$ cat src/rtl/csr_pkg.sv
package csr_pkg;
  typedef enum logic [1:0] {
    CSR_OP_READ  = 2'd0,
    CSR_OP_WRITE = 2'd1,
    CSR_OP_SET   = 2'd2,
    CSR_OP_CLEAR = 2'd3
  } csr_op_e;

  localparam logic [1:0] PRIV_U = 2'd0;
  localparam logic [1:0] PRIV_S = 2'd1;
  localparam logic [1:0] PRIV_M = 2'd3;
  localparam logic [1:0] RO_CODE = 2'b11;
endpackage

$ cat src/rtl/csr_rmw.sv
module csr_rmw #(
  parameter int XLEN = 64
) (
  input  csr_pkg::csr_op_e op_i,
  input  logic [XLEN-1:0]  operand_i,
  input  logic [XLEN-1:0]  old_i,
  output logic [XLEN-1:0]  merged_o,
  output logic             mask_nz_o
);
  logic [XLEN-1:0] data, mask;

  always_comb begin
    unique case (op_i)
      csr_pkg::CSR_OP_WRITE: begin data = operand_i;    mask = '1;        end
      csr_pkg::CSR_OP_SET:   begin data = '1;           mask = operand_i; end
      csr_pkg::CSR_OP_CLEAR: begin data = '0;           mask = operand_i; end
      default:               begin data = '0;           mask = '0;        end
    endcase
  end

  assign merged_o  = (old_i & ~mask) | (data & mask);
  assign mask_nz_o = |mask;
endmodule

$ cat src/rtl/csr_priv_chk.sv
module csr_priv_chk #(
  parameter logic [11:0] ATP_ADDR = 12'h180
) (
  input  logic [11:0] addr_i,
  input  logic        mask_nz_i,
  input  logic [1:0]  priv_i,
  input  logic        virt_i,
  input  logic        hyp_i,
  input  logic        sup_i,
  input  logic        dbg_i,
  input  logic        tvm_i,
  input  logic        hit_i,
  output logic        is_atp_o,
  output logic        illegal_o
);
  import csr_pkg::*;

  logic [1:0] eff_priv, min_priv;
  logic       ro_viol, priv_viol, pred_fail, tvm_trap, hs_mode;

  assign hs_mode  = (priv_i == PRIV_S) && !virt_i;
  // HS mode reaches the hypervisor range
  assign eff_priv = (hyp_i && hs_mode) ? 2'd2 : priv_i;
  assign min_priv = addr_i[9:8];

  assign ro_viol   = (addr_i[11:10] == RO_CODE) && mask_nz_i;
  assign priv_viol = !dbg_i && (eff_priv < min_priv);

  always_comb begin
    unique case (min_priv)
      2'd1:    pred_fail = !sup_i;
      2'd2:    pred_fail = !(sup_i && hyp_i && (hs_mode || priv_i == PRIV_M));
      default: pred_fail = 1'b0;
    endcase
  end

  assign is_atp_o  = (addr_i == ATP_ADDR);
  assign tvm_trap  = is_atp_o && tvm_i && (priv_i == PRIV_S);
  assign illegal_o = ro_viol || priv_viol || pred_fail || tvm_trap || !hit_i;
endmodule

$ cat src/rtl/csr_atp_filter.sv
module csr_atp_filter #(
  parameter int XLEN = 64
) (
  input  logic [XLEN-1:0] old_i,
  input  logic [XLEN-1:0] merged_i,
  output logic            apply_o,
  output logic            asid_chg_o
);
  logic mode_ok;

  generate
    if (XLEN == 32) begin : g_rv32
      localparam int ASID_HI = 30;
      localparam int ASID_LO = 22;
      assign mode_ok    = 1'b1;
      assign asid_chg_o = merged_i[ASID_HI:ASID_LO] != old_i[ASID_HI:ASID_LO];
    end else begin : g_rv64
      localparam int MODE_HI = 63;
      localparam int MODE_LO = 60;
      localparam int ASID_HI = 59;
      localparam int ASID_LO = 44;
      logic [3:0] mode;
      assign mode       = merged_i[MODE_HI:MODE_LO];
      assign mode_ok    = (mode == 4'd0) || (mode == 4'd8) ||
                          (mode == 4'd9) || (mode == 4'd10);
      assign asid_chg_o = merged_i[ASID_HI:ASID_LO] != old_i[ASID_HI:ASID_LO];
    end
  endgenerate

  // mode, ASID and PPN span the whole register
  assign apply_o = mode_ok && (merged_i != old_i);
endmodule

$ cat src/rtl/csr_access_unit.sv
module csr_access_unit #(
  parameter int          XLEN     = 64,
  parameter logic [11:0] ATP_ADDR = 12'h180
) (
  input  logic            clk_i,
  input  logic            rst_ni,
  input  logic            req_i,
  input  logic [11:0]     addr_i,
  input  logic [1:0]      op_i,
  input  logic [XLEN-1:0] operand_i,
  input  logic [1:0]      priv_i,
  input  logic            virt_i,
  input  logic            hyp_i,
  input  logic            sup_i,
  input  logic            dbg_i,
  input  logic            tvm_i,
  input  logic            hit_i,
  input  logic [XLEN-1:0] rdata_i,
  output logic [XLEN-1:0] rd_o,
  output logic [XLEN-1:0] wdata_o,
  output logic            we_o,
  output logic            illegal_o,
  output logic            flush_o
);
  logic mask_nz, chk_illegal, is_atp, atp_apply, asid_chg, flush_q;

  csr_rmw #(.XLEN(XLEN)) u_rmw (
    .op_i      (csr_pkg::csr_op_e'(op_i)),
    .operand_i (operand_i),
    .old_i     (rdata_i),
    .merged_o  (wdata_o),
    .mask_nz_o (mask_nz)
  );

  csr_priv_chk #(.ATP_ADDR(ATP_ADDR)) u_chk (
    .addr_i    (addr_i),
    .mask_nz_i (mask_nz),
    .priv_i    (priv_i),
    .virt_i    (virt_i),
    .hyp_i     (hyp_i),
    .sup_i     (sup_i),
    .dbg_i     (dbg_i),
    .tvm_i     (tvm_i),
    .hit_i     (hit_i),
    .is_atp_o  (is_atp),
    .illegal_o (chk_illegal)
  );

  csr_atp_filter #(.XLEN(XLEN)) u_atp (
    .old_i      (rdata_i),
    .merged_i   (wdata_o),
    .apply_o    (atp_apply),
    .asid_chg_o (asid_chg)
  );

  assign rd_o      = rdata_i;
  assign illegal_o = req_i && chk_illegal;
  assign we_o      = req_i && !chk_illegal && mask_nz && (!is_atp || atp_apply);

  always_ff @(posedge clk_i or negedge rst_ni) begin
    if (!rst_ni) flush_q <= 1'b0;
    else         flush_q <= we_o && is_atp && asid_chg;
  end

  assign flush_o = flush_q;
endmodule

$ cat config.mk
export PLATFORM = sky130hd
export DESIGN_NAME = csr_access_unit
export DESIGN_NICKNAME = d
export VERILOG_FILES = /design/src/rtl/csr_pkg.sv /design/src/rtl/csr_rmw.sv /design/src/rtl/csr_priv_chk.sv /design/src/rtl/csr_atp_filter.sv /design/src/rtl/csr_access_unit.sv
export SDC_FILE = /design/constraint.sdc
export NUM_CORES = 1
export LEC_CHECK = 0
export BUFFER_PORTS_ARGS = -buffer_cell sky130_fd_sc_hd__buf_2
export CORE_AREA = 2 2 111 113
export CTS_CLUSTER_DIAMETER = 100
export DETAILED_ROUTE_END_ITERATION = 7
export DIE_AREA = 0 0 113 115
export PLACE_DENSITY = 0.68
export RECOVER_POWER = 25
export SLEW_MARGIN = 10
export SYNTH_ARGS = -nofsm -noshare
export SYNTH_HDL_FRONTEND = slang
export SYNTH_SLANG_ARGS = --single-unit
$ cat constraint.sdc
create_clock -name clk_i -period 4.1 [get_ports clk_i]
set_clock_uncertainty 0.1 [all_clocks]
set_input_delay 0.82 -clock clk_i [delete_from_list [all_inputs] [get_ports clk_i]]
set_output_delay 0.82 -clock clk_i [all_outputs]
set_load 0.005 [all_outputs]
* Word-level counts from Yosys, hierarchy flattened
Index checks and enable logic that the tools add are counted.
** Storage, ports and cells
- Output and inout port bits :: 131
- Register bits :: 1
- Word-level logic and storage cells :: 58
- Bits of input ports :: 153
** Operators by class
- Bitwise operators :: 4
- $lt $le $gt $ge :: 1
- Reduce and logical (&&, ||, !) cells :: 34
- Muxes and demuxes :: 4
- Equality and inequality tests :: 14
** Operators by type and width (number)
- one-hot mux 64 bit (2 select lines) :: 2
- AND 64 bit :: 2
- inequality test 64 bit :: 1
- inverter 64 bit :: 1
- bitwise OR 64 bit :: 1
- OR reduction 64 bit :: 1
- inequality test 16 bit :: 1
- logical AND 1 bit :: 15
- == test 12 x 9 -> 1 bit, second input constant :: 1
- == test 4 bit, second input constant :: 3
- == test 2 bit, second input constant :: 5
- logical OR 1 bit :: 9
- logical NOT 1 bit :: 7
- == test 2 x 1 -> 1 bit, second input constant :: 3
- logical NOT 4 bit :: 1
- < comparator 2 bit :: 1
- two-way mux 2 bit :: 1
- one-hot mux 1 bit (2 select lines) :: 1
- OR reduction 2 bit :: 1

* Logic depth before layout (Yosys ltp)
- Word-level depth :: 16
- Depth in mapped cells :: 16
- Mapped depth without buffers :: 9

* Hierarchy
From an unflattened synthesis, not the netlist that was laid out.
** Unflattened totals
- Cells, all modules :: 499
- Area total of the unflattened synthesis :: 3527.1 um2
** By module, submodules not included
- csr_rmw :: area an instance 2107.0 um2, cells each 318, times used 1, seq. area each 0.0 um2
- csr_atp_filter :: area an instance 710.7 um2, cells each 88, times used 1, seq. area each 0.0 um2
- csr_access_unit :: area an instance 556.8 um2, cells each 71, times used 1, seq. area each 25.0 um2
- csr_priv_chk :: area an instance 152.6 um2, cells each 22, times used 1, seq. area each 0.0 um2

* Least setup slack after synthesis
No wires, ideal clock.
- Path kind :: input to output
- From :: in op_i[1]
- To :: out we_o
- Arrival :: 3.356 ns
- Cell stages on the path :: 16
- Slack :: -0.176 ns
- Data required time :: 3.180 ns
- Path buffers :: 7
- Cells stage by stage :: buf_6 buf_4 buf_2 buf_2 inv_2 ha_1 buf_4 buf_6 buf_4 a21oi_1 nor4_1 a2111oi_2 nand4_1 nor4_2 o2111a_1 a31oi_1
** Between the ends
- Longest elaborated chain between the ends :: 13
- Elaborated cells between the ends (all ways) :: 30
- Those cells by class :: 7 x eq/ne; 2 x mux; 4 x bitwise; 17 x reduce/logical
** RTL lines
- start, declared :: RTL line csr_access_unit.sv:9 : input logic [1:0] op_i,
- == test 2 bit :: RTL line csr_rmw.sv:13 : unique case (op_i)
- OR reduction 2 bit (no line)
- one-hot mux 64 bit (2 select lines) :: RTL line csr_rmw.sv:13
- OR reduction 64 bit / inverter 64 bit (equally long branches) :: RTL line csr_rmw.sv:22, csr_rmw.sv:21
- logical AND 1 bit / AND 64 bit (equally long branches) :: RTL line csr_priv_chk.sv:26, csr_rmw.sv:21
- logical OR 1 bit / bitwise OR 64 bit (equally long branches) :: RTL line csr_priv_chk.sv:39, csr_rmw.sv:21
- logical OR 1 bit (tied with other cells) :: RTL line csr_priv_chk.sv:39 : assign illegal_o = ro_viol || priv_viol || pred_fail || tvm_trap || !hit_i;
- logical OR 1 bit (on tied branches) (2 in series) :: RTL line csr_priv_chk.sv:39, csr_atp_filter.sv:24
- logical NOT 1 bit / logical OR 1 bit (equally long branches) :: RTL line csr_access_unit.sv:58, csr_atp_filter.sv:25
- logical AND 1 bit (on tied branches) :: RTL line csr_access_unit.sv:58, csr_atp_filter.sv:31
- logical AND 1 bit / logical OR 1 bit (equally long branches) :: RTL line csr_access_unit.sv:58 : assign we_o = req_i && !chk_illegal && mask_nz && (!is_atp || atp_apply);
- logical AND 1 bit (*) :: RTL line csr_access_unit.sv:58
- end, declared :: RTL line csr_access_unit.sv:21 : output logic we_o,
Mark *: on every way between the ends. The rest lies on a longest branch, timed or not.

* Worst setup path after layout
Ends and elaborated chain as after synthesis.

==> flow_summary_export.csv <==
group,metric,value,unit
floorplan,die_w,113,um
clock_tree,path_clk_slew,0,ns
pwr,p_per_area,136,nW/um^2
synthesis,synth_area_per_cell,6.62,sq um
synthesis,synth_top_family_by_area,"compound AO/OA/AOI/OAI gates",
synthesis,syn_nets,763,
synthesis,seq_area_frac_synth,0.00625,
drt,drt_iter0_drc,400,
synthesis,synth_seq_cells,1,
synthesis,synthCells,605,
timing,hold_ws,0.495,ns
timing,slew_viol_final,0,
final_layout,diodes,0,
synthesis,synthMuxAreaShare,0.173,
placed_design,dpl.hpwl,15000,um
worst_setup_path,required,3.18,ns
worst_setup_path,crit_type,"input port to output pin",
worst_setup_path,crit_family,"simple AND/OR/NAND/NOR gates",
worst_setup_path,critPathBufInv,5,
worst_setup_path,crit_chain,"clkbuf_4 > inv_2 > ha_4 > buf_6 > buf_4 > a21oi_1 > nor2_1 > o32ai_1 > or4_1 > nor4_2 > o2111a_1 > a31oi_1 > buf_2",
timing,hold_violations,0,
synthesis,netlist_top_cells_count,"a21oi_1 (110), buf_4 (67), nor2_1 (62)",
floorplan,row_count,40,
drt,finalWirelength,18200,um
placed_design,place_congestion,0.909,
run,drv_cap,0,
synthesis,yosys.cell_types.count,59,
drt,dr.pass1.iters,7,
drt,via_per_inst,5.51,
synthesis,synth_async_sr_flop_share,1.00,
grt,grt_pass1_wl,26700,um
worst_setup_path,worstPathMaxFanout,7,
worst_setup_path,crit_arrival,3.17,ns
synthesis,synth-xor-area-share,0.0897,
final_layout,drive_gt1_frac,0.455,
floorplan,die-area,13000,sq um
final_layout,largest_reg_flops,1,
drt,routedWlPerCell,18.5,um
timing,max_freq,245,MHz
worst_setup_path,crit_path_top_delay_cell,"or4_1",
drt,ant_nets,0,
synthesis,synth_fa_ha_area_frac,0.0181,
hold_path,min-delay-path-class,"input port to async pin",
synthesis,synth_compound_area_frac,0.271,
pwr,ir_worst_vdd,0.0000476,V
grt,gr-total-overflow,0,
synthesis,syn-cell-area,4000,sq um
synthesis,netlist_top_cells_area,"mux2_2 (14%), a21oi_1 (14%), buf_4 (13%)",
worst_setup_path,max_stage_delay,0.57,ns
worst_setup_path,endpoint_kind,"output pin",
placed_design,numPortBuffers,283,
synthesis,yosys.area_share.simple,0.252,
grt,grt_max_degree,35,
outcome,violations,"DRC",
worst_setup_path,startpoint_type,"input port",
drt,vias,5440,
timing,fin_crit_sh,0.997,
timing,slew_headroom,0.609,
drt,drcViolationCount,17,
floorplan,core_area,11800,sq um
synthesis,synth_edf_count,0,
timing,worstMarginPinSlew,0.581,ns
synthesis,synth.most_common_cell,"a21oi_1",
floorplan,ioPinCount,284,
synthesis,synth_top_flop_cell,"dfrtp_1",
grt,grt_pass1_vias,5084,
pwr,power.leakage,2.54,nW
timing,period_needed,4.09,ns
timing,finalSetupTns,0,ns
synthesis,yosysTopAreaCellShare,0.138,
timing,setup_viol,0,
grt,gr-usage-all-layers,0.256,
final_layout,final_nets,1000,
synthesis,ys_warn_count,0,
grt,antenna_found_initial,0,
synthesis,yosys.area.top_type,"mux2_2",
floorplan,start_util,0.339,
floorplan,die_h,115,um
worst_setup_path,cp-startpoint,"op_i[1]",
final_layout,area_growth,36.4,%
outcome,outcome,"finished with violations",
worst_setup_path,cp_num_cells,13,
-- layer usage --
layer  wire length (um)  track usage  up-vias
met5                  0            0        -
met4                497       0.0585        0
met3               1360       0.0185       32
met2               8930        0.464      282
met1               7440        0.331     2480
li1                   -            -     2646
-- per-stage QoR --
step / total power, W / setup slack [ns] / cell area [sq um] / cells / utilization
after floorplan: 0.000430 / 0.00283 / 4020 / 605 / -
after CTS: 0.000721 / 0.00971 / 5310 / 978 / 0.450
after global routing: 0.000813 / -0.0616 / 5460 / 987 / 0.462
after detailed placement: 0.000709 / -0.180 / 5260 / 976 / 0.445
final: 0.000745 / 0.0133 / 5460 / 987 / 0.462
after global placement: 0.000708 / -0.146 / 5260 / 976 / 0.445
-- kinds of logic after synthesis --
kind of cell / after synthesis
and+or+nand+nor: 198
AOI/OAI and AO/OA: 178
buffers and inverters: 118
muxes: 63
xor gates and xnor gates: 41
adders and majority gates: 6
DFF: 1
-- where the power goes --
part,leakage [nW],internal [W],switching [W]
Clock,0,0,0
Combinational,2.52,0.000346,0.000388
Sequential,0.0140,0.0000101,0.0000000000352
Total,2.54,0.000356,0.000388
-- cell usage in the layout, fill, tap and decap left out, drive strengths merged, types with 5 or more instances in the layout --
cell | Yosys | final
inv | 14 | 14
o21ai | 9 | 9
nand2b | 6 | 6
nor4 | 27 | 27
nand4 | 7 | 7
buf | 101 | 306
and2 | 7 | 7
or2 | 5 | 5
clkbuf | 3 | 33
or4 | 12 | 12
mux2 | 49 | 49
nor3 | 9 | 9
o22ai | 11 | 11
ha | 5 | 5
o221ai | 7 | 7
mux2i | 14 | 14
xor2 | 8 | 8
a21oi | 111 | 111
nand2 | 43 | 43
xnor2 | 33 | 33
nand3b | 6 | 6
o31ai | 8 | 8
o2111ai | 5 | 5
nor2 | 62 | 62
-- cell type report --
class	instances	area [sq um]
fillers	1311	6350
multi-input cells	486	3310
repair buffers	339	1890
well taps	147	184
inverters	14	52.6
flip-flops and latches	1	25.0
-- path summary, 6_finish.rpt --
| kind | to |
|---|---|
| setup / recovery | we_o |
| hold / removal | flush_o |
| max in group asynchronous | flush_o |
| min in group clk_i | flush_o |
-- what timing repair did --
action,4_1_cts,5_1_grt
buffers inserted,2,8
resized for setup,7,25
pin swaps,1,3
setup endpoints to repair,1,1
gates cloned,0,1
hold buffers,0,0
Note: power is estimated with default switching activity, not from simulation.
